### src/rtl/hbpm_pkg.sv
package hbpm_pkg;

    typedef enum logic [1:0] {
        MODE_RESET  = 2'b00,
        MODE_NORMAL = 2'b01,
        MODE_SLEEP  = 2'b10
    } mode_e;

    // events decoded from the synchronised bus strobes
    typedef struct packed {
        logic rd_lvl;
        logic rd_start;
        logic rd_end;
        logic wr_start;
        logic hard_rst;
    } bus_evt_t;

    function automatic logic confirm_ok(input logic [7:0] ctrl, input logic [7:0] conf);
        return conf == ~ctrl;
    endfunction

    function automatic logic code_legal(input logic [7:0] ctrl);
        return (ctrl[7:2] == 6'd0) && (ctrl[1:0] != 2'b11);
    endfunction

endpackage

### src/rtl/hbpm_bus_sync.sv
module hbpm_bus_sync
    import hbpm_pkg::*;
#(
    parameter int SYNC_STAGES = 2
) (
    input  logic     clk,
    input  logic     rst,
    input  logic     ce_n,
    input  logic     oe_n,
    input  logic     we_n,
    input  logic     hard_rst,
    output bus_evt_t evt
);
    localparam int NSIG = 4;
    localparam logic [NSIG-1:0] IDLE = 4'b0111; // {hard, we, oe, ce}

    logic [NSIG-1:0] pipe [SYNC_STAGES];
    logic            rd_q, wr_q;
    logic            rd_now, wr_now;

    generate
        for (genvar s = 0; s < SYNC_STAGES; s++) begin : g_stage
            always_ff @(posedge clk) begin
                if (rst) pipe[s] <= IDLE;
                else if (s == 0) pipe[s] <= {hard_rst, we_n, oe_n, ce_n};
                else pipe[s] <= pipe[(s == 0) ? 0 : s-1];
            end
        end
    endgenerate

    assign rd_now = ~pipe[SYNC_STAGES-1][0] & ~pipe[SYNC_STAGES-1][1];
    assign wr_now = ~pipe[SYNC_STAGES-1][0] & ~pipe[SYNC_STAGES-1][2];

    always_ff @(posedge clk) begin
        if (rst) begin
            rd_q <= 1'b0;
            wr_q <= 1'b0;
        end else begin
            rd_q <= rd_now;
            wr_q <= wr_now;
        end
    end

    always_comb begin
        evt.rd_lvl   = rd_now;
        evt.rd_start = rd_now & ~rd_q;
        evt.rd_end   = ~rd_now & rd_q;
        evt.wr_start = wr_now & ~wr_q;
        evt.hard_rst = pipe[SYNC_STAGES-1][3];
    end
endmodule

### src/rtl/hbpm_mode_fsm.sv
module hbpm_mode_fsm
    import hbpm_pkg::*;
#(
    parameter int              ADDR_W      = 13,
    parameter int              DATA_W      = 16,
    parameter logic [ADDR_W-1:0] CTRL_ADDR = 13'h1FF0,
    parameter logic [ADDR_W-1:0] CONF_ADDR = 13'h1FF1,
    parameter int              WAKE_READS  = 3,
    parameter int              BUSY_CYCLES = 16
) (
    input  logic              clk,
    input  logic              rst,
    input  logic              rd_start,
    input  logic              rd_end,
    input  logic              wr_start,
    input  logic              hard_rst,
    input  logic [ADDR_W-1:0] wr_addr,
    input  logic [DATA_W-1:0] wr_data,
    output mode_e             mode,
    output logic              busy,
    output logic              reg_on,
    output logic              buf_on,
    output logic              fwd_wr,
    output logic [ADDR_W-1:0] fwd_addr,
    output logic [DATA_W-1:0] fwd_data
);
    localparam int WAKE_W = $clog2(WAKE_READS + 1);
    localparam int BUSY_W = $clog2(BUSY_CYCLES + 1);
    localparam logic [WAKE_W-1:0] WAKE_LAST = WAKE_W'(WAKE_READS);
    localparam logic [BUSY_W-1:0] BUSY_LAST = BUSY_W'(BUSY_CYCLES - 1);

    mode_e             prev_mode;
    logic [7:0]        pend;
    logic              pend_vld;
    logic [WAKE_W-1:0] wake_cnt;
    logic [BUSY_W-1:0] busy_cnt;

    always_ff @(posedge clk) begin
        if (rst) begin
            mode      <= MODE_RESET;
            prev_mode <= MODE_RESET;
            pend      <= '0;
            pend_vld  <= 1'b0;
            wake_cnt  <= '0;
            busy_cnt  <= '0;
            busy      <= 1'b0;
            reg_on    <= 1'b1;
            buf_on    <= 1'b1;
            fwd_wr    <= 1'b0;
            fwd_addr  <= '0;
            fwd_data  <= '0;
        end else begin
            fwd_wr <= 1'b0;
            if (hard_rst) begin
                mode     <= MODE_RESET;
                busy     <= 1'b1;
                busy_cnt <= '0;
                reg_on   <= 1'b1;
                buf_on   <= 1'b1;
                wake_cnt <= '0;
                pend_vld <= 1'b0;
            end else if (busy) begin
                if (busy_cnt == BUSY_LAST) busy <= 1'b0;
                else busy_cnt <= busy_cnt + 1'b1;
            end else if (mode == MODE_SLEEP) begin
                if (rd_start) reg_on <= 1'b1;
                if (rd_end) begin
                    if (wake_cnt == WAKE_LAST) begin
                        mode     <= prev_mode;
                        wake_cnt <= '0;
                    end else begin
                        wake_cnt <= wake_cnt + 1'b1;
                        if (wake_cnt == WAKE_LAST - 1'b1) buf_on <= 1'b1;
                    end
                end
            end else if (wr_start) begin
                if (wr_addr == CTRL_ADDR) begin
                    pend     <= wr_data[7:0];
                    pend_vld <= 1'b1;
                end else if (wr_addr == CONF_ADDR) begin
                    pend_vld <= 1'b0;
                    if (pend_vld && confirm_ok(pend, wr_data[7:0]) && code_legal(pend)) begin
                        if (pend[1:0] == MODE_SLEEP) begin
                            prev_mode <= mode;
                            mode      <= MODE_SLEEP;
                            reg_on    <= 1'b0;
                            buf_on    <= 1'b0;
                            wake_cnt  <= '0;
                        end else begin
                            mode <= mode_e'(pend[1:0]);
                        end
                    end
                end else begin
                    pend_vld <= 1'b0;
                    if (mode == MODE_NORMAL) begin
                        fwd_wr   <= 1'b1;
                        fwd_addr <= wr_addr;
                        fwd_data <= wr_data;
                    end
                end
            end
        end
    end
endmodule

### src/rtl/hbpm_read_mux.sv
module hbpm_read_mux
    import hbpm_pkg::*;
#(
    parameter int                ADDR_W    = 13,
    parameter int                DATA_W    = 16,
    parameter logic [ADDR_W-1:0] CTRL_ADDR = 13'h1FF0,
    parameter logic [ADDR_W-1:0] CONF_ADDR = 13'h1FF1
) (
    input  mode_e             mode,
    input  logic              busy,
    input  logic              rd_lvl,
    input  logic [ADDR_W-1:0] addr,
    input  logic [DATA_W-1:0] reg_data,
    output logic              drive,
    output logic [DATA_W-1:0] rdata
);
    always_comb begin
        drive = rd_lvl && !busy && (mode != MODE_SLEEP);
        rdata = '0;
        if (drive && mode == MODE_NORMAL) begin
            if (addr == CTRL_ADDR || addr == CONF_ADDR) rdata = DATA_W'(mode);
            else rdata = reg_data;
        end
    end
endmodule

### src/rtl/hbpm_ctrl.sv
module hbpm_ctrl
    import hbpm_pkg::*;
#(
    parameter int                ADDR_W      = 13,
    parameter int                DATA_W      = 16,
    parameter logic [ADDR_W-1:0] CTRL_ADDR   = 13'h1FF0,
    parameter logic [ADDR_W-1:0] CONF_ADDR   = 13'h1FF1,
    parameter int                SYNC_STAGES = 2,
    parameter int                WAKE_READS  = 3,
    parameter int                BUSY_CYCLES = 16
) (
    input  logic              clk,
    input  logic              rst,
    input  logic              hard_reset_i,
    input  logic              bus_ce_n_i,
    input  logic              bus_oe_n_i,
    input  logic              bus_we_n_i,
    input  logic [ADDR_W-1:0] bus_addr_i,
    input  logic [DATA_W-1:0] bus_wdata_i,
    output logic [DATA_W-1:0] bus_rdata_o,
    output logic              bus_drive_o,
    input  logic [DATA_W-1:0] reg_rd_data_i,
    output logic              fwd_wr_o,
    output logic [ADDR_W-1:0] fwd_addr_o,
    output logic [DATA_W-1:0] fwd_data_o,
    output logic              regulator_en_o,
    output logic              inbuf_en_o,
    output logic              busy_o,
    output logic [1:0]        mode_o
);
    bus_evt_t evt;
    mode_e    mode;

    hbpm_bus_sync #(.SYNC_STAGES(SYNC_STAGES)) u_sync (
        .clk(clk), .rst(rst),
        .ce_n(bus_ce_n_i), .oe_n(bus_oe_n_i), .we_n(bus_we_n_i),
        .hard_rst(hard_reset_i), .evt(evt)
    );

    hbpm_mode_fsm #(
        .ADDR_W(ADDR_W), .DATA_W(DATA_W), .CTRL_ADDR(CTRL_ADDR), .CONF_ADDR(CONF_ADDR),
        .WAKE_READS(WAKE_READS), .BUSY_CYCLES(BUSY_CYCLES)
    ) u_fsm (
        .clk(clk), .rst(rst),
        .rd_start(evt.rd_start), .rd_end(evt.rd_end), .wr_start(evt.wr_start),
        .hard_rst(evt.hard_rst), .wr_addr(bus_addr_i), .wr_data(bus_wdata_i),
        .mode(mode), .busy(busy_o), .reg_on(regulator_en_o), .buf_on(inbuf_en_o),
        .fwd_wr(fwd_wr_o), .fwd_addr(fwd_addr_o), .fwd_data(fwd_data_o)
    );

    hbpm_read_mux #(
        .ADDR_W(ADDR_W), .DATA_W(DATA_W), .CTRL_ADDR(CTRL_ADDR), .CONF_ADDR(CONF_ADDR)
    ) u_rmux (
        .mode(mode), .busy(busy_o), .rd_lvl(evt.rd_lvl), .addr(bus_addr_i),
        .reg_data(reg_rd_data_i), .drive(bus_drive_o), .rdata(bus_rdata_o)
    );

    assign mode_o = mode;
endmodule

### config.mk
export PLATFORM = sky130hd
export DESIGN_NAME = hbpm_ctrl
export DESIGN_NICKNAME = d
export VERILOG_FILES = /design/src/rtl/hbpm_pkg.sv /design/src/rtl/hbpm_bus_sync.sv /design/src/rtl/hbpm_mode_fsm.sv /design/src/rtl/hbpm_read_mux.sv /design/src/rtl/hbpm_ctrl.sv
export SDC_FILE = /design/constraint.sdc
export NUM_CORES = 1
export LEC_CHECK = 0
export CORE_ASPECT_RATIO = 2
export CORE_UTILIZATION = 47
export DETAILED_ROUTE_END_ITERATION = 6
export PLACE_DENSITY = 0.86
export SKIP_LAST_GASP = 1
export SYNTH_ARGS = -nofsm -noshare
export SYNTH_HDL_FRONTEND = slang
export SYNTH_SLANG_ARGS = --single-unit
### constraint.sdc
create_clock -name clk -period 7.8 [get_ports clk]
set_clock_uncertainty 0.1 [all_clocks]
set_input_delay 2.34 -clock clk [delete_from_list [all_inputs] [get_ports clk]]
set_output_delay 2.34 -clock clk [all_outputs]
set_load 0.005 [all_outputs]
**After elaboration in Yosys (flattened, before gate mapping)**

Memories as Yosys holds them, arrays and structs flattened.
Index checks and enable logic that the tools add are counted.

- Memories kept: 1
- Word-level logic and storage cells: 118
- Input port bits: 51
- RAM bits: 8
- Output and inout bits: 52
- Register bits: 55

- Eq/ne operators: 17
- Reductions and logical operators: 24
- Mux-type cells: 39
- $add $sub $neg: 2
- Bitwise gates (word level): 21

Memories:

| name | words | bits a word | rd ports | clocked after memory_dff | write ports | line | text |
|---|---|---|---|---|---|---|---|
| u_sync.pipe | 2 | 4 | 2 | 0 | 2 | hbpm_bus_sync.sv:17 | `logic [NSIG-1:0] pipe [SYNC_STAGES];` |

Operators with widths:

| operator | number |
|---|---|
| $mux 16 | 2 |
| $mux 2 | 16 |
| $reduce_and 7->1 | 4 |
| $eq 13x13->1 const B | 2 |
| $mux 1 | 19 |
| $not 1->1 | 13 |
| $ne 2x2->1 const B | 5 |
| $reduce_and 9->1 | 1 |
| $eq 2x2->1 const B | 4 |
| $eq 8x8->1 | 1 |
| $mux 4 | 2 |
| $not 8->8 | 1 |
| $reduce_and 8->1 | 1 |
| $reduce_bool 2->1 | 4 |
| $reduce_or 7->1 | 1 |
| $logic_and 1x1->1 | 6 |
| $logic_not 6->1 | 1 |
| $ne 2x1->1 const B | 3 |
| $add 5x1->5 const B | 1 |
| $and 1x1->1 | 5 |
| $eq 5x4->1 const B | 1 |
| $reduce_and 5->1 | 1 |
| $reduce_and 3->1 | 1 |
| $add 2x1->2 const B | 1 |
| other kinds (6) | 7 |

**Logic depth before layout (Yosys ltp)**

- Depth in word-level cells: 9
- Mapped depth: 8
- Depth with buffers taken out: 7

**Cells and area by module**

From an unflattened synthesis, not the netlist that was laid out.

- Cells, all modules: 315
- Area total of the unflattened synthesis: 2716.4 um2

By module, submodules not included:

| module | instances | area an instance (um2) | cells an instance | seq. area each (um2) |
|---|---|---|---|---|
| hbpm_mode_fsm | 1 | 2212.1 | 264 | 1061.0 |
| hbpm_bus_sync | 1 | 296.5 | 26 | 200.2 |
| hbpm_read_mux | 1 | 207.7 | 25 | 0.0 |

**Worst setup path after synthesis**

OpenSTA, ideal clock, no wires.

- Path kind: input port to output port
- Start point: input port bus_addr_i[1]
- End point: output port bus_rdata_o[10]
- Arrival: 3851 ps
- Path slack: 1509 ps
- Path buffers: 2
- Cell stages on the path: 6
- Required time: 5360 ps
- Path through: or4b_1 or3_1 buf_6 nor3b_1 clkbuf_1 and2_1

- Cells in the longest elaborated chain, start to end: 4
- Elaborated cells between the ends (all ways): 5
- Those cells by class: eq/ne: 2; mux: 2; reduce/logical: 1

RTL lines:

| item | line | text |
|---|---|---|
| from (decl) | hbpm_ctrl.sv:18 | `input logic [ADDR_W-1:0] bus_addr_i,` |
| $eq 13x13->1 | hbpm_read_mux.sv:21 | `if (addr == CTRL_ADDR \|\| addr == CONF_ADDR) rdata = DATA_W'(mode);` |
| $logic_or 1x1->1 (*) | hbpm_read_mux.sv:21 |  |
| $mux 16 (*) | hbpm_read_mux.sv:21 |  |
| $mux 16 (*) | hbpm_read_mux.sv:20 | `if (drive && mode == MODE_NORMAL) begin` |
| to (decl) | hbpm_ctrl.sv:20 | `output logic [DATA_W-1:0] bus_rdata_o,` |

Every way passes the cells marked *; elsewhere a longest branch is shown, timed or not.

**Worst setup path in the final report**

- Start point: input port bus_addr_i[2]
- End point: output port bus_rdata_o[6]

The elaborated chain is that of the path after synthesis.

==> flow_summary.ini <==
[sta]
max_freq_mhz = 137
rsz0062_at_grt = false
setup_slack_ns = 0.525
tns_ns = 0
fin_crit_sh_pct = 93.3
setup_viol = 0
period_minus_slack_ns = 7.28
hold_viol = 0
timing.hold.ws_ns = 0.307
slew_violations = 0
slew_headroom_pct = 34.4
tightest_slew_ns = 0.982

[hold_path]
whs_path_depth = 1
hp-class = reg -> reg

[worst_setup_path]
cp.arrival_ns = 4.84
cp-start-kind = input pin
endpoint_kind = output port
rr_worst_depth = 5
critical_path_class = in -> out
path_max_fanout = 15
worstPathRequired_ns = 5.36

[finish]
nets = 462
diodes = 0
nFillCells = 420
final_util_pct = 70.7
area_delta_synth_final_pct = 45.0
drive_gt1_share_pct = 6.33
final_area_um2 = 3800

[synthesis]
async_flop_share_pct = 0
synth_fp_nets = 366
synth_edf_count = 0
syn_area_per_cell_um2 = 8.43
ys.flop_type = dfxtp_1
netlist_area_um2 = 2620
synth_area_leaders = dfxtp_1 (48%), nand2_1 (9.5%), a21oi_1 (5.7%)
synth_top_cells_by_count = nand2_1 (66), dfxtp_1 (63), a21oi_1 (30)
synth-seq-cells = 63
yosysMostFrequentCell = nand2_1
yosysSeqAreaShare_pct = 48.1
ys_warn_count = 0
synth.distinct_cells = 41
yosysTopAreaCell = dfxtp_1
synth_top_area_share_pct = 48.1
syn_inst = 311

[clock_network]
tritoncts = yes
worstSkewPairLatency_ns = 0.34
numClockSinks = 63
clkTransAtPathRegs_ns = 0.06
post_cts_resized = 0
htree_num_levels = 3
numCtsBuffers = 9
postCtsSetupBuffers = 0
cts_max_path_buffers = 2
root_buffer = clkbuf_8
cts_hold_buf = 0

[power_and_ir_drop]
ir_drop_uv = 175
p_leak_uw = 0.00132
p_per_area_nw_per_um2 = 159

[floorplanning]
die_y_um = 108
die_area_um2 = 5900
dieWidth_um = 54.8
core_um2 = 5370
start_util_pct = 48.8
ios = 103
std_cell_rows = 38

[global_routing]
grt_pass1_vias = 2458
grt_max_degree = 56
grt_use_total_pct = 24.7
gr-total-overflow = 0
grt_pass1_wl_um = 10400
antenna_found_initial = 0

[place]
pre_cts_ws_ns = 0.497
placed_cell_area_um2 = 3640
hpwlAfterDp_um = 4970
port_buffers = 102
gp_congestion = 0.866

[flow_run]
maxCapViolCount = 0

[drt]
via_count = 2532
vias_per_cell = 5.38
first_iter_violations = 73
wl_um = 6580
wl_per_cell_um = 14.0
first_pass_iters = 4
drc = 0
ant_nets = 0

[outcome]
status = completed
## per-layer routing
layer	track usage, %	vias to the layer above	share of wire (%)	routed length, µm
met4	12.6	0	2.9	191
met5	0	-	0	0
met1	22.1	1161	33	2200
met3	8.47	22	7.4	484
li1	-	1243	-	-
met2	44.8	106	56	3700
## power breakdown
part           leakage [µW]  total (µW)  internal [µW]  switching, µW
sequential         0.000510         326            325           1.72
combinational      0.000721        41.4           26.7           14.7
clock             0.0000914         236            119            117
total               0.00132         604            470            133
## cells by family (layout without fill, tap and decap cells)
group	Yosys count	count (layout)	share of synthesized area, %
mux	12	12	4.58
simple gates	157	157	29.6
buf+inv	23	123	3.68
compound gates	48	48	10.7
flops	63	63	48.1
fa+ha+maj	4	4	1.91
xor+xnor	4	4	1.34
## stage by stage
| step | power [µW] | std cells |
|---|---|---|
| final | 604 | 471 |
| after global routing | 626 | 471 |
| after CTS | 607 | 471 |
| after detailed placement | 375 | 456 |
| after global placement | 375 | 456 |
| after floorplan | 345 | 311 |
## worst max-delay path, cell delays in order
cell,delay (ns)
clkdlybuf4s50_1,0.48
or4b_1,0.13
or3_1,0.30
nor3b_1,0.84
and2_1,0.24
clkdlybuf4s50_1,0.50
## cell usage in the layout (no fill, tap or decap), drive strengths merged, types with 6 or more instances in the layout
cell | Yosys | layout
and2 | 16 | 16
inv | 6 | 6
clkdlybuf4s50 | 0 | 101
dfxtp | 63 | 63
clkbuf | 13 | 10
nand2 | 66 | 66
or2 | 8 | 8
mux2i | 12 | 12
a21oi | 30 | 30
nor2 | 26 | 26
nand2b | 6 | 6
nand4 | 6 | 6
## worst paths after layout
check,from,end,slack (ns)
worst max-delay path,bus_addr_i[2],bus_rdata_o[6],0.52
worst min-delay path,u_sync.pipe[0][2],u_sync.pipe[1][2],0.31
worst max register to register,u_fsm.busy,u_fsm.fwd_addr[2],5.21
worst min register to register,u_sync.pipe[0][2],u_sync.pipe[1][2],0.31
## layout make-up
class | count | area, µm² | share of cell area, %
Sequential cell | 63 | 1260 | 33.2
Tap cell | 60 | 75.1 | 1.97
Inverter | 6 | 22.5 | 0.592
Timing Repair Buffer | 102 | 1020 | 26.7
Multi-Input combinational cell | 225 | 1260 | 33.2
Clock inverter | 5 | 25.0 | 0.658
Clock buffer | 10 | 138 | 3.62
## sequential cells by signal, summed over array words and instances (netlist names), 2 cells and up
register         flops
u_fsm.pend           8
u_fsm.mode           2
u_fsm.busy_cnt       5
u_fsm.fwd_addr      13
u_sync.pipe          8
u_fsm.prev_mode      2
u_fsm.wake_cnt       2
u_fsm.fwd_data      16
Power figures use the tool's default switching activity.
